==> config.mk <==
export PLATFORM = sky130hd
export DESIGN_NAME = vsync_window
export DESIGN_NICKNAME = d
export VERILOG_FILES = /design/src/rtl/vsync_window.sv
export SDC_FILE = /design/constraint.sdc
export NUM_CORES = 1
export LEC_CHECK = 0
export BUFFER_PORTS_ARGS = -buffer_cell sky130_fd_sc_hd__buf_2
export CAP_MARGIN = 10
export CORE_MARGIN = 2
export CORE_UTILIZATION = 55
export DETAILED_ROUTE_END_ITERATION = 7
export PLACE_DENSITY = 0.75
export REMOVE_ABC_BUFFERS = 1
export SLEW_MARGIN = 20
export SYNTH_ARGS = -nofsm -noshare
export SYNTH_HDL_FRONTEND = slang
export SYNTH_SLANG_ARGS = --single-unit
==> constraint.sdc <==
create_clock -name clk -period 5.1 [get_ports clk]
set_input_delay 0.51 -clock clk [delete_from_list [all_inputs] [get_ports clk]]
set_output_delay 0.51 -clock clk [all_outputs]
set_load 0.005 [all_outputs]
==> src/rtl/vsync_window.sv <==
module vsync_window #(
  parameter int DLY_W     = 8,
  parameter int UNIT_LOG2 = 5,
  parameter int SKIP_W    = 8,
  parameter int LINES_W   = 10,
  parameter logic [DLY_W-1:0] DLY_RESET = 8'h3A
) (
  input  logic               clk,
  input  logic               rst_n,
  input  logic               vs_in,
  input  logic               hs_in,
  input  logic               field_in,
  input  logic [DLY_W-1:0]   cfg_delay,
  input  logic [SKIP_W-1:0]  cfg_skip,
  input  logic [LINES_W-1:0] cfg_lines,
  output logic               vsync_int,
  output logic               line_active,
  output logic               win_start,
  output logic [LINES_W-1:0] line_idx
);
  localparam int CNT_W = DLY_W + UNIT_LOG2;
  localparam int HC_W  = SKIP_W + 1;

  logic [2:0] vs_sr, hs_sr;
  always_ff @(posedge clk or negedge rst_n)
    if (!rst_n) begin
      vs_sr <= '1;
      hs_sr <= '1;
    end else begin
      vs_sr <= {vs_sr[1:0], vs_in};
      hs_sr <= {hs_sr[1:0], hs_in};
    end

  wire vs_fall = vs_sr[2] & ~vs_sr[1];
  wire vs_rise = ~vs_sr[2] & vs_sr[1];
  wire hs_fall = hs_sr[2] & ~hs_sr[1];

  logic [DLY_W-1:0]   dly_q;
  logic [SKIP_W-1:0]  skip_q;
  logic [LINES_W-1:0] lines_q;
  logic               fld_q;

  logic [CNT_W-1:0] fall_cnt, rise_cnt;
  logic             fall_pend, rise_pend;
  wire  [CNT_W-1:0] span = {dly_q, {UNIT_LOG2{1'b0}}};

  wire fall_fire = fall_pend && fall_cnt == '0 && !vs_fall;
  wire rise_fire = rise_pend && rise_cnt == '0 && !vs_rise;

  always_ff @(posedge clk or negedge rst_n)
    if (!rst_n) begin
      fall_cnt  <= '0;
      fall_pend <= 1'b0;
    end else if (vs_fall) begin
      fall_cnt  <= span;
      fall_pend <= 1'b1;
    end else if (fall_pend) begin
      if (fall_cnt == '0) fall_pend <= 1'b0;
      else                fall_cnt  <= fall_cnt - 1'b1;
    end

  always_ff @(posedge clk or negedge rst_n)
    if (!rst_n) begin
      rise_cnt  <= '0;
      rise_pend <= 1'b0;
    end else if (vs_rise) begin
      rise_cnt  <= span;
      rise_pend <= 1'b1;
    end else if (rise_pend) begin
      if (rise_cnt == '0) rise_pend <= 1'b0;
      else                rise_cnt  <= rise_cnt - 1'b1;
    end

  always_ff @(posedge clk or negedge rst_n)
    if (!rst_n)         vsync_int <= 1'b1;
    else if (fall_fire) vsync_int <= 1'b0;
    else if (rise_fire) vsync_int <= 1'b1;

  always_ff @(posedge clk or negedge rst_n)
    if (!rst_n) begin
      dly_q   <= DLY_RESET;
      skip_q  <= '0;
      lines_q <= '0;
      fld_q   <= 1'b0;
    end else if (fall_fire) begin
      dly_q   <= cfg_delay;
      skip_q  <= cfg_skip;
      lines_q <= cfg_lines;
      fld_q   <= field_in;
    end

  logic [HC_W-1:0] hcount;
  logic            armed;
  wire  [HC_W-1:0] hcount_nx = hcount + 1'b1;
  wire  [HC_W-1:0] target    = HC_W'(skip_q) + (fld_q ? HC_W'(4) : HC_W'(3));
  wire             last_line = line_idx == LINES_W'(lines_q - 1'b1);

  always_ff @(posedge clk or negedge rst_n)
    if (!rst_n) begin
      hcount      <= '0;
      armed       <= 1'b0;
      line_active <= 1'b0;
      line_idx    <= '0;
      win_start   <= 1'b0;
    end else begin
      win_start <= 1'b0;
      if (fall_fire) begin
        hcount      <= '0;
        armed       <= 1'b1;
        line_active <= 1'b0;
        line_idx    <= '0;
      end else if (hs_fall) begin
        if (armed) begin
          hcount <= hcount_nx;
          if (hcount_nx == target) begin
            armed <= 1'b0;
            if (lines_q != '0) begin
              line_active <= 1'b1;
              win_start   <= 1'b1;
              line_idx    <= '0;
            end
          end
        end else if (line_active) begin
          if (last_line) begin
            line_active <= 1'b0;
            line_idx    <= '0;
          end else begin
            line_idx <= line_idx + 1'b1;
          end
        end
      end
    end
endmodule

==> results of run 1 <==
sequential cells by signal, indices dropped and copies added, names as in the netlist, 3 cells and up:
signal,count
hcount,9
fall_cnt,13
hs_sr,3
lines_q,10
skip_q,8
line_idx,10
dly_q,8
rise_cnt,13
vs_sr,3
final timing paths:
path | slack [ns] | to | from | cells after the start
worst max-delay path | 2.08 | line_idx[0] | fall_cnt[0] | 9
worst min-delay path | 0.19 | skip_q[0] | rst_n | 1
worst max register to register | 2.08 | line_idx[0] | fall_cnt[0] | 9
worst min register to register | 0.36 | vs_sr[1] | vs_sr[0] | 0
max in group asynchronous | 4.38 | lines_q[2] | rst_n | 1
min in group clk | 0.26 | vs_sr[0] | vs_in | 1
cells by family (layout without fill, tap and decap cells):
| logic type | count (synthesis) | count (layout) | share of synthesized area |
|---|---|---|---|
| simple gates | 188 | 188 | 0.215 |
| flops | 84 | 84 | 0.468 |
| compound gates | 73 | 73 | 0.101 |
| xor+xnor | 52 | 52 | 0.104 |
| mux | 27 | 27 | 0.0666 |
| buf+inv | 21 | 71 | 0.0194 |
| fa+ha+maj | 9 | 9 | 0.0265 |
layout make-up:
class | instances | area (µm²) | share of cell area
clock buffer | 11 | 141 | 0.0282
clock inverter | 5 | 28.8 | 0.00573
inverter | 10 | 37.5 | 0.00748
multi-input combinational | 349 | 2330 | 0.464
sequential | 84 | 2120 | 0.421
tap | 105 | 131 | 0.0262
timing repair buffer | 45 | 236 | 0.0471
Yosys cell counts, types with 10 or more instances:
cell type / count / share of area
dfrtp_1: 73 / 0.40
nand2_1: 50 / 0.041
nor2_1: 46 / 0.038
xnor2_1: 32 / 0.062
mux2_2: 25 / 0.062
o21ai_0: 22 / 0.024
xor2_1: 19 / 0.037
a21oi_1: 18 / 0.020
or3_1: 16 / 0.022
nand3_1: 14 / 0.015
dfstp_2: 11 / 0.064
inv_1: 10 / 0.0083
nor3_1: 10 / 0.011
worst max-delay path, cell delays in order, from the launching register on:
cell     delay (ns)
dfrtp_1        0.42
inv_1          0.07
ha_1           0.20
nand4_1        0.28
nor4_2         0.82
buf_4          0.28
or2_2          0.11
a31o_1         0.32
nor2_1         0.12
mux2_2         0.28
metal layers:
layer,track usage,up-vias,part of all wire
met1,0.288,1651,0.48
met2,0.342,47,0.48
met5,0,-,0
met4,0.0857,0,0.016
met3,0.0279,15,0.024
li1,-,1688,-
stage by stage:
stage | setup slack [ns] | total power, µW
final | 2.08 | 2590
after global routing | 1.84 | 2810
after CTS | 2.06 | 2620
after detailed placement | 2.08 | 2180
after global placement | 2.18 | 2140
after floorplan | -0.700 | 1940
power groups by stage:
| stage | Clock, µW | Sequential (µW) | Combinational, µW |
|---|---|---|---|
| 2_1_floorplan | 0 | 1090 | 845 |
| 3_3_place_gp | 0 | 1150 | 994 |
| 3_5_place_dp | 0 | 1160 | 1020 |
| 4_1_cts | 438 | 1150 | 1030 |
| 5_1_grt | 465 | 1190 | 1160 |
| 6_report | 425 | 1150 | 1020 |
==> metrics, run 1 <==
outcome finished, final reports clean; Detailed Place HPWL 6.13 mm; startpoint types register; Final Cell Area 5020 µm²; Final Max Slew Viols 0; Yosys cell types 57; commonest non-fill, non-tap cells in the layout dfrtp_1 (73), nand2_1 (50), nor2_1 (46); Worst Setup End Kind register; DR WL/cell 14.1 µm; H-tree depth 3; register share of total power 0.443; Period minus WS final 3.02 ns; clock tree buffer depth 2; hold_buf cts 0; area of the mapped netlist 4520 µm²; clk sink count 84; Post-Route Skew 0.0112 ns; Inst Count DP 593; DR vias/cell 5.58; worst hold path class in2async; critical path type reg2reg; final core occ 0.620; DRC viols 0; RSZ-0062 raised after global routing false; Layout area overhead 11.0%; number of synthesized register bits 84; Synth Flop Type dfrtp_1; Routed WL 8.62 mm; commonest non-fill, non-tap cell in the layout dfrtp_1; FMAX 0.331 GHz; Fin Setup TNS 0 ns; combinational power share 0.394; worst skew pair latency 0.35 ns; Starting Density 0.559; IO Port Bufs 43; Root Driver clkbuf_8; GP Congestion 0.888; Crit Path Max Fanout 10; DR iter-0 viols 151; max cap viols 0; core area 8090 µm²; layout cells sized above 1 0.218; Vias 3401; worst hold margin 0.188 ns; initial antenna violation count 0; n_diodes 0; Slew HR 0.326; Pwr Density 517 nW/µm²; Least-Margin Pin Slew 1.01 ns; Die ar. 8970 µm²; post-cts gate resize count 0; GR Util All Layers 0.211; clock power share 0.164; Sw Ratio 0.384; Pleak 0.00226 µW; Final Non-Filler Cells 609; vias in the first global route 3281; DP Area 4840 µm²; Post-Syn Area per Cell 9.97 µm²; Die Width 94.7 µm; asr flop ratio synth 1.00; I/O pin count 44; Clock transition at path regs 0.09 ns; Setup Buffers After CTS 0; fillers 690; CTS tree built; number of flops mapped to enable cells by yosys 0; endpoints failing hold 0; Remaining Overflow, GRT 0; num rows 33; Final setup viols 0; synthesized netlist cell count 454; Pint 1600 µW; largest net degree at the start of global routing 85; peak supply drop 0.000269 V; Worst Path Required 5.34 ns; TritonRoute pass-1 iters 5; post-synthesis sequential area ratio 0.468; crit path DAT 3.26 ns; Antenna Nets Post-Route 0; Inserted Clock Buffers 9; Tcrit/Tclk final 0.592; Layout Nets 539; DIE HEIGHT 94.7 µm; yosys warns 0; first-pass GRT wire length 15.0 mm; switching power 995 µW
No activity file was read; power rests on OpenSTA's default activity.
==> inputs of run 2 (changes only) <==
--- a/config.mk
+++ b/config.mk
@@ -8,9 +8,9 @@
 export BUFFER_PORTS_ARGS = -buffer_cell sky130_fd_sc_hd__buf_2
 export CAP_MARGIN = 10
 export CORE_MARGIN = 2
-export CORE_UTILIZATION = 55
+export CORE_UTILIZATION = 54
 export DETAILED_ROUTE_END_ITERATION = 7
-export PLACE_DENSITY = 0.75
+export PLACE_DENSITY = 0.77
 export REMOVE_ABC_BUFFERS = 1
 export SLEW_MARGIN = 20
 export SYNTH_ARGS = -nofsm -noshare
==> constraint.sdc (replaced) <==
create_clock -name clk -period 2.5 [get_ports clk]
set_input_delay 0.25 -clock clk [delete_from_list [all_inputs] [get_ports clk]]
set_output_delay 0.25 -clock clk [all_outputs]
set_load 0.005 [all_outputs]
==> run 2 against run 1 <==
  * Combinational power rose to 2.5 times the previous value
  * Sequential power rose by 100%
  * Critical path depth rose by 1
  * Fmax rose by 22%
  * Cell area rose by 7.2%
  * Clock skew barely moved
  * Critical endpoint is now line_idx[2]
==> metrics, run 2 (synthesis gave the netlist of run 1 again) <==
TritonRoute pass-1 iters 4 (was 5); initial antenna violation count 0 (unchanged); Tcrit/Tclk final 0.991 (was 0.592); Crit Path Max Fanout 7 (was 10); CTS tree built (unchanged); Clock transition at path regs 0.08 ns (was 0.09 ns); commonest non-fill, non-tap cells in the layout dfrtp_1 (73), nand2_1 (50), nor2_1 (45) (was dfrtp_1 (73), nand2_1 (50), nor2_1 (46)); clk sink count 84 (unchanged); Final Cell Area 5380 µm² (was 5020 µm²); DR vias/cell 5.61 (was 5.58); max cap viols 0 (unchanged); Final Max Slew Viols 0 (unchanged); Vias 3566 (was 3401); Period minus WS final 2.48 ns (was 3.02 ns); peak supply drop 0.000594 V (was 0.000269 V); Layout area overhead 19.0% (was 11.0%); commonest non-fill, non-tap cell in the layout dfrtp_1 (unchanged); Detailed Place HPWL 6.52 mm (was 6.13 mm); Worst Path Required 2.75 ns (was 5.34 ns); DIE HEIGHT 95.5 µm (was 94.7 µm); Die ar. 9130 µm² (was 8970 µm²); clock tree buffer depth 2 (unchanged); largest net degree at the start of global routing 85 (unchanged); register share of total power 0.385 (was 0.443); fillers 650 (was 690); Slew HR 0.611 (was 0.326); I/O pin count 44 (unchanged); DP Area 5030 µm² (was 4840 µm²); Layout Nets 566 (was 539); Routed WL 9.34 mm (was 8.62 mm); Final setup viols 0 (unchanged); Worst Setup End Kind register (unchanged); RSZ-0062 raised after global routing true (was false); DRC viols 0 (unchanged); storage element area 2120 µm² (unchanged); Max stage delay on crit path 0.42 ns (was 0.82 ns); Post-Route Skew 0.0110 ns (was 0.0112 ns); Multi-input gate area 2410 µm² (was 2330 µm²); DR WL/cell 14.7 µm (was 14.1 µm); FMAX 0.404 GHz (was 0.331 GHz); CP Cell Sequence ha_4 -> fa_2 -> a21oi_2 -> buf_4 -> nor2b_4 -> xnor2_2 -> nor4_2 -> and4_4 -> nor2_4 -> a211o_1 (was inv_1 -> ha_1 -> nand4_1 -> nor4_2 -> buf_4 -> or2_2 -> a31o_1 -> nor2_1 -> mux2_2); clock power share 0.190 (was 0.164); first-pass GRT wire length 15.9 mm (was 15.0 mm); biggest regs fall_cnt (13), rise_cnt (13) (unchanged); n_diodes 0 (unchanged); startpoint types register (unchanged); Starting Density 0.553 (was 0.559); worst hold path class in2reg (was in2async); total power draw 6020 µW (was 2590 µW); Die Width 95.5 µm (was 94.7 µm); combinational power share 0.425 (was 0.394); Fin Setup TNS 0 ns (unchanged); Pint 3820 µW (was 1600 µW); Pwr Density 1120 nW/µm² (was 517 nW/µm²); Slowest cell on crit path dfrtp_1 (was nor4_2); GP Congestion 0.880 (was 0.888); H-tree depth 3 (unchanged); crit path DAT 2.73 ns (was 3.26 ns); worst skew pair latency 0.36 ns (was 0.35 ns); layout cells sized above 1 0.279 (was 0.218); outcome finished, final reports clean (unchanged); critical path type reg2reg (unchanged); Remaining Overflow, GRT 0 (unchanged); Least-Margin Pin Slew 0.578 ns (was 1.01 ns); Sw Ratio 0.365 (was 0.384); IO Port Bufs 43 (unchanged); endpoints failing hold 0 (unchanged); Antenna Nets Post-Route 0 (unchanged); Root Driver clkbuf_8 (unchanged); worst hold margin 0.0146 ns (was 0.188 ns); Inserted Clock Buffers 9 (unchanged); switching power 2190 µW (was 995 µW); num rows 33 (unchanged); vias in the first global route 3474 (was 3281); GR Util All Layers 0.223 (was 0.211); Pleak 0.00243 µW (was 0.00226 µW); DR iter-0 viols 148 (was 151); core area 8180 µm² (was 8090 µm²)
==> run 2: cell types whose count changed in the layout (fill, tap and decap cells not counted), sizes merged <==
cell         previous run  this run
dlygate4sd3             0         2
bufinv                  0         3
clkinv                  5         2
buf                    45        70
==> run 2: per-layer routing <==
layer	GRT usage	vias to the layer above	wire length, µm
li1	-	1735	-
met1	0.290	1752	4200
met2	0.385	68	4670
met3	0.0379	11	346
met4	0.0619	0	119
met5	0	-	0
==> run 2: worst paths after layout <==
path	depth (start not counted)	slack, ns	to	from
setup / recovery	10	0.02	line_idx[2]	skip_q[0]
hold / removal	1	0.01	hs_sr[0]	hs_in
setup reg to reg	10	0.02	line_idx[2]	skip_q[0]
hold reg to reg	0	0.36	hs_sr[1]	hs_sr[0]
max in group asynchronous	3	1.64	vs_sr[1]	rst_n
min in group asynchronous	3	0.45	skip_q[1]	rst_n
==> run 2: area by class of cell <==
class | count | share of cell area
clock inverters | 5 | 0.0186
well taps | 105 | 0.0244
multi-input cells | 349 | 0.448
inverters | 10 | 0.00697
flip-flops and latches | 84 | 0.393
clock buffers | 11 | 0.0244
repair buffers | 72 | 0.0848
==> run 2: power groups by stage <==
stage / combinational [µW] / clock, µW / sequential (µW)
2_1_floorplan: 1720 / 0 / 2230
3_3_place_gp: 2280 / 0 / 2300
3_5_place_dp: 2380 / 0 / 2330
4_1_cts: 2460 / 1160 / 2300
5_1_grt: 2880 / 1210 / 2380
6_report: 2560 / 1140 / 2310
==> run 2: what timing repair did <==
action	in CTS	in global routing
gates cloned	0	0
hold buffers	2	0
setup buffers	0	2
gates resized for setup	7	15
pin swaps	2	5
setup endpoints to repair	12	15
hold endpoints to repair	74	0
==> run 2: critical path: cells and delay by family, from the launching register on <==
family          cells  cell delay, ns
xor+xnor            1            0.13
buf+inv             1            0.16
compound gates      2            0.49
fa+ha+maj           2            0.53
flops               1            0.42
simple gates        4            0.64
==> run 2: stage by stage <==
stage / utilization / setup slack [ns] / instances
5_1_grt: 0.659 / -0.0743 / 636
3_3_place_gp: 0.615 / -0.182 / 616
6_report: 0.659 / 0.0220 / 636
4_1_cts: 0.649 / 0.00245 / 634
3_5_place_dp: 0.615 / -0.197 / 616
2_1_floorplan: - / -3.30 / 443
==> inputs of run 3 (changes only) <==
--- a/config.mk
+++ b/config.mk
@@ -8,9 +8,8 @@
 export BUFFER_PORTS_ARGS = -buffer_cell sky130_fd_sc_hd__buf_2
 export CAP_MARGIN = 10
 export CORE_MARGIN = 2
-export CORE_UTILIZATION = 54
+export CORE_UTILIZATION = 40
 export DETAILED_ROUTE_END_ITERATION = 7
-export PLACE_DENSITY = 0.77
 export REMOVE_ABC_BUFFERS = 1
 export SLEW_MARGIN = 20
 export SYNTH_ARGS = -nofsm -noshare
==> run 3 against run 2 <==
  * The run now ends with setup timing left
  * Non-clock buffer count is 6 higher
  * Die area is 33% higher
  * Fmax is 2.7% lower
  * Global-route usage is 4.7 points lower
  * Combinational power hardly changed
  * Final cell count is 6.4% higher
  * Critical endpoint is now line_idx[0]
==> metrics, run 3 (synthesis gave the netlist of run 1 again) <==
Final Max Slew Viols 0 (unchanged); worst hold path class in2reg (unchanged); CP Depth 10 (unchanged); Die Width 110 µm (was 95.5 µm); commonest non-fill, non-tap cell in the layout dfrtp_1 (unchanged); Slowest cell on crit path dfrtp_1 (unchanged); DR WL/cell 14.5 µm (was 14.7 µm); largest net degree at the start of global routing 36 (was 85); commonest non-fill, non-tap cells in the layout dfrtp_1 (73), nand2_1 (50), nor2_1 (45) (unchanged); Worst R2R Path Depth 10 (unchanged); CTS tree built (unchanged); core area 10900 µm² (was 8180 µm²); initial antenna violation count 0 (unchanged); Max stage delay on crit path 0.41 ns (was 0.42 ns); Routed WL 9.83 mm (was 9.34 mm); H-tree depth 3 (unchanged); Layout Nets 572 (was 566); Pint 3880 µW (was 3820 µW); Pleak 0.00248 µW (was 0.00243 µW); Bufs and invs on worst path 1 (unchanged); clock tree buffer depth 2 (unchanged); max cap viols 0 (unchanged); Post-Route Skew 0.00757 ns (was 0.0110 ns); worst skew pair latency 0.34 ns (was 0.36 ns); layout cells sized above 1 0.287 (was 0.279); total power draw 6160 µW (was 6020 µW); Vias 3557 (was 3566); IO Port Bufs 43 (unchanged); DRC viols 0 (unchanged); biggest regs fall_cnt (13), rise_cnt (13) (unchanged); vias in the first global route 3520 (was 3474); Remaining Overflow, GRT 0 (unchanged); Worst R2R End line_idx[0] (was line_idx[2]); outcome complete, but fails checks (was finished, final reports clean); Worst setup startpoint skip_q[0] (unchanged); first-pass GRT wire length 16.5 mm (was 15.9 mm); Worst Hold Launch cfg_lines[0] (was hs_in); Place WS -0.258 ns (was -0.197 ns); CP Cell Sequence ha_4 -> fa_2 -> a21oi_2 -> buf_4 -> nor2b_4 -> xnor2_2 -> nor4_4 -> and4_4 -> nor2_4 -> mux2_4 (was ha_4 -> fa_2 -> a21oi_2 -> buf_4 -> nor2b_4 -> xnor2_2 -> nor4_2 -> and4_4 -> nor2_4 -> a211o_1); endpoints failing hold 0 (unchanged); Tcrit/Tclk final 1.02 (was 0.991); Layout area overhead 21.8% (was 19.0%); Reg2Reg Setup Slack -0.05 ns (was 0.02 ns); Period minus WS final 2.55 ns (was 2.48 ns); DIE HEIGHT 110 µm (was 95.5 µm); Clock transition at path regs 0.06 ns (was 0.08 ns); CP endpoint line_idx[0] (was line_idx[2]); Reg-to-Reg Start skip_q[0] (unchanged); Final setup viols 4 (was 0); GP Congestion 0.855 (was 0.880); Worst Path Required 2.73 ns (was 2.75 ns); startpoint types register (unchanged); Crit Path Max Fanout 7 (unchanged); n_diodes 0 (unchanged); critical path type reg2reg (unchanged); hold depth 3 (was 1); Sw Ratio 0.371 (was 0.365); FMAX 0.393 GHz (was 0.404 GHz); GR Util All Layers 0.176 (was 0.223); TritonRoute pass-1 iters 4 (unchanged); switching power 2290 µW (was 2190 µW); DR vias/cell 5.25 (was 5.61); I/O pin count 44 (unchanged); clock power share 0.199 (was 0.190); CP top delay family simple AND/OR/NAND/NOR gates (unchanged); Die ar. 12200 µm² (was 9130 µm²); Worst Setup End Kind register (unchanged); violations in the final reports setup timing; DR iter-0 viols 192 (was 148); Least-Margin Pin Slew 0.992 ns (was 0.578 ns); register share of total power 0.380 (was 0.385); Starting Density 0.414 (was 0.553); Pwr Density 1120 nW/µm² (about the same); peak supply drop 0.000527 V (was 0.000594 V); Antenna Nets Post-Route 0 (unchanged); RSZ-0062 raised after global routing true (unchanged); Slew HR 0.332 (was 0.611); num rows 38 (was 33); clk sink count 84 (unchanged); PnR worst setup slack -0.0464 ns (was 0.0220 ns); crit path DAT 2.77 ns (was 2.73 ns); Inserted Clock Buffers 9 (unchanged); Detailed Place HPWL 7.21 mm (was 6.52 mm); combinational power share 0.421 (was 0.425); Root Driver clkbuf_16 (was clkbuf_8)
-- run 3: metrics by stage --
step	utilization	setup TNS [ns]	cells	cell area, µm²	hold WS [ns]
after floorplan	-	-139.18	443	4470	-0.0456
after global placement	0.466	-1.15	655	5090	0.230
after detailed placement	0.466	-1.69	655	5090	0.231
after CTS	0.496	0	674	5420	0.114
after global routing	0.504	-0.943	677	5510	0.129
final	0.504	-0.137	677	5510	0.120
-- run 3: worst min-delay path by stage --
| stage | to | slack, ns |
|---|---|---|
| finish | lines_q[0] | 0.12 |
| CTS | lines_q[0] | 0.11 |
| detailed placement | skip_q[4] | 0.23 |
| global route | lines_q[0] | 0.13 |
| global placement | skip_q[4] | 0.23 |
| floorplan | armed | -0.05 |
-- run 3: power groups by stage --
stage	clock, µW	combinational [µW]	sequential [µW]
CTS	1260	2480	2340
finish	1230	2590	2340
global route	1320	2900	2420
detailed placement	0	2370	2350
global placement	0	2320	2330
floorplan	0	1720	2230
-- run 3: timing repair --
item	4_1_cts	5_1_grt
endpoints found under the hold margin	29	0
pin swaps	3	9
setup endpoints to repair	11	10
cloned	0	0
gates resized for setup	7	14
buffers inserted	0	3
hold buffers	3	0
-- run 3: layer usage --
| layer | wire length [µm] | up-vias | GRT usage |
|---|---|---|---|
| li1 | - | 1754 | - |
| met1 | 4630 | 1712 | 0.229 |
| met2 | 4620 | 68 | 0.282 |
| met3 | 336 | 23 | 0.0335 |
| met4 | 252 | 0 | 0.0830 |
| met5 | 0 | - | 0 |
-- run 3: area by class of cell --
cell class / count / area (µm²)
Sequential cell: 84 / 2120
Inverter: 10 / 37.5
Clock buffer: 11 / 243
Fill cell: 1018 / 5430
Timing Repair Buffer: 78 / 488
Tap cell: 140 / 175
Clock inverter: 5 / 27.5
Multi-Input combinational cell: 349 / 2420
-- run 3: worst min-delay path, stage by stage --
cell	delay (ns)
buf_2	0.08
nand2_1	0.04
o21ai_0	0.06
